## src/rtl/irq_prio_arbiter.sv

```systemverilog
module irq_prio_arbiter #(
  parameter int NSRC   = 16,
  parameter int PRIO_W = 3,
  parameter int ADDR_W = 9
) (
  input  logic              clk,
  input  logic              rst_n,
  input  logic [NSRC:1]     src_req_i,
  input  logic              reg_req_i,
  input  logic              reg_we_i,
  input  logic [ADDR_W-1:0] reg_addr_i,
  input  logic [31:0]       reg_wdata_i,
  output logic [31:0]       reg_rdata_o,
  output logic              irq_o
);
  localparam int ID_W  = $clog2(NSRC + 1);
  localparam int NWORD = (NSRC + 32) / 32;
  localparam int VW    = NWORD * 32;
  localparam logic [ADDR_W-1:0] PEND_A = ADDR_W'('h080);
  localparam logic [ADDR_W-1:0] EN_A   = ADDR_W'('h100);
  localparam logic [ADDR_W-1:0] THR_A  = ADDR_W'('h180);
  localparam logic [ADDR_W-1:0] CLM_A  = ADDR_W'('h184);

  logic [PRIO_W-1:0] prio_q [1:NSRC];
  logic [NSRC:1]     en_q, pend_q, claimed_q;
  logic [PRIO_W-1:0] thr_q;
  logic [PRIO_W-1:0] best_pr;
  logic [ID_W-1:0]   best_id;
  logic [VW-1:0]     pend_vec, en_vec;

  wire rd      = reg_req_i && !reg_we_i;
  wire wr      = reg_req_i && reg_we_i;
  wire claim   = rd && reg_addr_i == CLM_A;
  wire cmpl    = wr && reg_addr_i == CLM_A;

  assign pend_vec = VW'({pend_q, 1'b0});
  assign en_vec   = VW'({en_q, 1'b0});

  always_comb begin
    best_pr = '0;
    best_id = '0;
    for (int n = 1; n <= NSRC; n++)
      if (pend_q[n] && en_q[n] && prio_q[n] > best_pr) begin
        best_pr = prio_q[n];
        best_id = ID_W'(n);
      end
  end

  assign irq_o = best_pr > thr_q;

  always_comb begin
    reg_rdata_o = '0;
    for (int n = 1; n <= NSRC; n++)
      if (reg_addr_i == ADDR_W'(4 * n)) reg_rdata_o = 32'(prio_q[n]);
    for (int k = 0; k < NWORD; k++) begin
      if (reg_addr_i == ADDR_W'(PEND_A + 4 * k)) reg_rdata_o = pend_vec[32*k +: 32];
      if (reg_addr_i == ADDR_W'(EN_A + 4 * k))   reg_rdata_o = en_vec[32*k +: 32];
    end
    if (reg_addr_i == THR_A) reg_rdata_o = 32'(thr_q);
    if (reg_addr_i == CLM_A) reg_rdata_o = 32'(best_id);
  end

  always_ff @(posedge clk or negedge rst_n) begin
    if (!rst_n) begin
      thr_q <= '0;
      en_q  <= '0;
      for (int n = 1; n <= NSRC; n++) prio_q[n] <= '0;
    end else if (wr) begin
      if (reg_addr_i == THR_A) thr_q <= reg_wdata_i[PRIO_W-1:0];
      for (int n = 1; n <= NSRC; n++) begin
        if (reg_addr_i == ADDR_W'(4 * n)) prio_q[n] <= reg_wdata_i[PRIO_W-1:0];
        if (reg_addr_i == ADDR_W'(EN_A + 4 * (n / 32))) en_q[n] <= reg_wdata_i[n % 32];
      end
    end
  end

  always_ff @(posedge clk or negedge rst_n) begin
    if (!rst_n) begin
      pend_q    <= '0;
      claimed_q <= '0;
    end else begin
      for (int n = 1; n <= NSRC; n++) begin
        if (claim && best_id == ID_W'(n)) begin
          pend_q[n]    <= 1'b0;
          claimed_q[n] <= 1'b1;
        end else if (cmpl && reg_wdata_i == 32'(n) && claimed_q[n]) begin
          claimed_q[n] <= 1'b0;
        end else if (!pend_q[n] && !claimed_q[n] && src_req_i[n]) begin
          pend_q[n] <= 1'b1;
        end
      end
    end
  end
endmodule

```

## config.mk

```make
export PLATFORM = sky130hd
export DESIGN_NAME = irq_prio_arbiter
export DESIGN_NICKNAME = d
export VERILOG_FILES = /design/src/rtl/irq_prio_arbiter.sv
export SDC_FILE = /design/constraint.sdc
export NUM_CORES = 1
export LEC_CHECK = 0
export BUFFER_PORTS_ARGS = -buffer_cell sky130_fd_sc_hd__buf_2
export CAP_MARGIN = 40
export CELL_PAD_IN_SITES_DETAIL_PLACEMENT = 0
export CELL_PAD_IN_SITES_GLOBAL_PLACEMENT = 1
export CORE_ASPECT_RATIO = 0.5
export CORE_MARGIN = 2
export CORE_UTILIZATION = 49
export CTS_BUF_LIST = sky130_fd_sc_hd__clkbuf_4 sky130_fd_sc_hd__clkbuf_8 sky130_fd_sc_hd__clkbuf_16
export DETAILED_ROUTE_END_ITERATION = 6
export PLACE_DENSITY = 0.92
export SYNTH_ARGS = -nofsm -noshare
export SYNTH_HDL_FRONTEND = slang
export SYNTH_SLANG_ARGS = --single-unit
```

## constraint.sdc

```tcl
create_clock -name clk -period 49.9 [get_ports clk]
set_clock_uncertainty 0.2 [all_clocks]
set_input_delay 4.99 -clock clk [delete_from_list [all_inputs] [get_ports clk]]
set_output_delay 4.99 -clock clk [all_outputs]
set_load 0.05 [all_outputs]
```

==> reports/results.ini <==
[outcome]
outcome = finished, violations left
violations = DRC

[placed_design]
post-place-cells = 1068
gp_congestion = 0.929
port_buffers = 78
hpwl_um = 17600

[setup_path]
cp_slowest_cell = dfrtp_1
worstPathRequired_ns = 44.71
worst-path-max-fanout = 12
cp-start-kind = register
critPathMaxStageDelay_ns = 0.55
crit_type = register to output port
crit_arrival_ns = 23.49
end_kind = output port
crit_top_cell = nor2_1

[global_route]
grt_overflow = 0
antenna_found_initial = 1
grt_pass1_vias = 6513
grt_pass1_wl_um = 35800
track_usage_pct = 28.9
grt_max_degree = 63

[clocking]
tritoncts = done
cts_resized = 0
clock_path_buffers = 2
cts_setup_buffers = 0
path_clk_slew_ns = 0.08
clkSinkCount = 99
cts-root-buf = clkbuf_16
hold_buffers = 0
htreeDepth = 3
insertion_delay_ns = 0.36
numCtsBuffers = 9

[sta]
setup_viol = 0
post-route-period-util_pct = 57.5
worst_pin_slew_ns = 0.842
rsz0062_at_grt = no
hold_violations = 0
slew_headroom_pct = 43.9
fin_crit_ns = 28.68
holdWs_ns = 0.315
fmax_ghz = 0.0349
fin_tns_setup_ns = 0
maxSlewViolCount = 0

[synth]
yosysSeqAreaShare_pct = 34.0
synth_ff_type = dfrtp_1
syn-mean-instance-area_um2 = 9.00
yosysMostFrequentCell = dfrtp_1
synth_edf_count = 0
yosysTopAreaCellShare_pct = 34.0
synth_area_mm2 = 0.00728
synth_cells = 809
yosys-top-cells-area = dfrtp_1 (34%), mux2_2 (9.1%), ha_1 (4.3%)
synth-simple-area-share_pct = 21.6
synth_xor_area_share_pct = 0
synth_top_family_by_area = compound AO/OA/AOI/OAI gates
yosysTopAreaCell = dfrtp_1
synth_mux_area_share_pct = 9.81
synth_compound_area_share_pct = 24.9
synth_warnings = 0
async_reset_ff_share_pct = 100
synth_cell_types = 88
synth-seq-cells = 99
yosys.area_share.adder_pct = 4.86
ys_top_cells_by_count = dfrtp_1 (99), nand2_1 (82), nor2_1 (62)

[route]
drt_wl_total_um = 22700
via_count = 6917
drt_iter0_drc = 666
drc = 11
avgRoutedWirePerCell_um = 20.9
vias_per_cell = 6.38
antenna_left = 0
dr.pass1.iters = 7

[pwr]
powerDensity_mw_per_mm2 = 21.3
power.leakage_nw = 3.65
p_total_mw = 0.173
ir_worst_vdd_v = 0.0000148

[layout]
fin_cells = 1084
nFillCells = 1340
diodes = 0
nets = 967
area_growth_pct = 11.2
finish.utilization_pct = 55.8
drive_gt1_share_pct = 22.5

[floorplanning]
fp.dieW_um = 176
num_io_pins = 94
num_rows = 31
dieArea_mm2 = 0.0159
die_h_um = 90.2
coreArea_mm2 = 0.0145
initial_core_util_pct = 50.2

[worst_hold_path]
hold_class = register to register

[run]
cap_violations = 0

## critical path: cells and delay by family, from the launching register on
kind	cells	cell delay, ns
buffers and inverters	3	0.48
muxes	5	1.84
AOI/OAI and AO/OA	32	6.35
and+or+nand+nor	46	8.22
DFF	1	0.55
adders and majority gates	20	5.68
## sequential cells by signal, indices dropped and copies added (netlist names)
| name | count |
|---|---|
| pend_q | 16 |
| en_q | 16 |
| claimed_q | 16 |
| thr_q | 3 |
| prio_q | 48 |
## routing by layer
| metal | up-vias | global-route usage (%) | part of all wire, % |
|---|---|---|---|
| met5 | - | 0 | 0.057 |
| met3 | 28 | 7.66 | 12 |
| li1 | 3158 | - | - |
| met1 | 3370 | 42.8 | 46 |
| met2 | 359 | 42.3 | 42 |
| met4 | 2 | 5.72 | 1.2 |
## logic make-up after synthesis
kind of cell | after synthesis
adder cells (fa/ha/maj) | 29
AND/OR/NAND/NOR | 307
buffers and inverters | 68
multiplexers | 63
AO/OA/AOI/OAI | 242
other | 1
flip-flops | 99
## metrics by stage
step           area [um^2]  setup WS, ns
3_5_place_dp          7810         21.99
5_1_grt               8100         19.55
6_report              8100         21.22
4_1_cts               8100         21.50
3_3_place_gp          7780         22.27
2_1_floorplan         7340         24.27
## worst paths after layout
check,from,to,slack (ns),cells past startpoint
worst max-delay path,pend_q[1],irq_o,21.22,106
worst min-delay path,claimed_q[8],claimed_q[8],0.32,2
worst max register to register,pend_q[1],pend_q[6],26.41,104
worst min register to register,claimed_q[8],claimed_q[8],0.32,2
max in group asynchronous,rst_n,prio_q[26],43.89,2
min in group asynchronous,rst_n,pend_q[15],4.39,1
## area by class of cell
cell class	instances	area, um^2	share of cell area (%)
Multi-Input combinational cell	656	4520	55.8
Sequential cell	99	2480	30.6
Timing Repair Buffer	84	448	5.53
Tap cell	198	248	3.06
Clock buffer	10	233	2.87
Inverter	31	116	1.44
Clock inverter	6	55.1	0.680
## cell usage in the layout (no fill, tap or decap), drive strengths merged, types with 13 or more instances in the layout
master,count
dfrtp,99
nand2,83
buf,83
nor2,64
o21ai,64
mux2,61
inv,35
a21oi,31
nand3,27
and2,25
ha,25
a22oi,20
nor3,20
a22o,18
conb,15
nor2b,14
and3,13
## report_power, final
part | leakage, nW | internal [mW] | switching [mW]
Sequential | 1.24 | 0.0811 | 0.00146
Clock | 0.137 | 0.0356 | 0.0353
Combinational | 2.28 | 0.00623 | 0.0129
Total | 3.65 | 0.123 | 0.0496
Note: power is estimated with default switching activity, not from simulation.
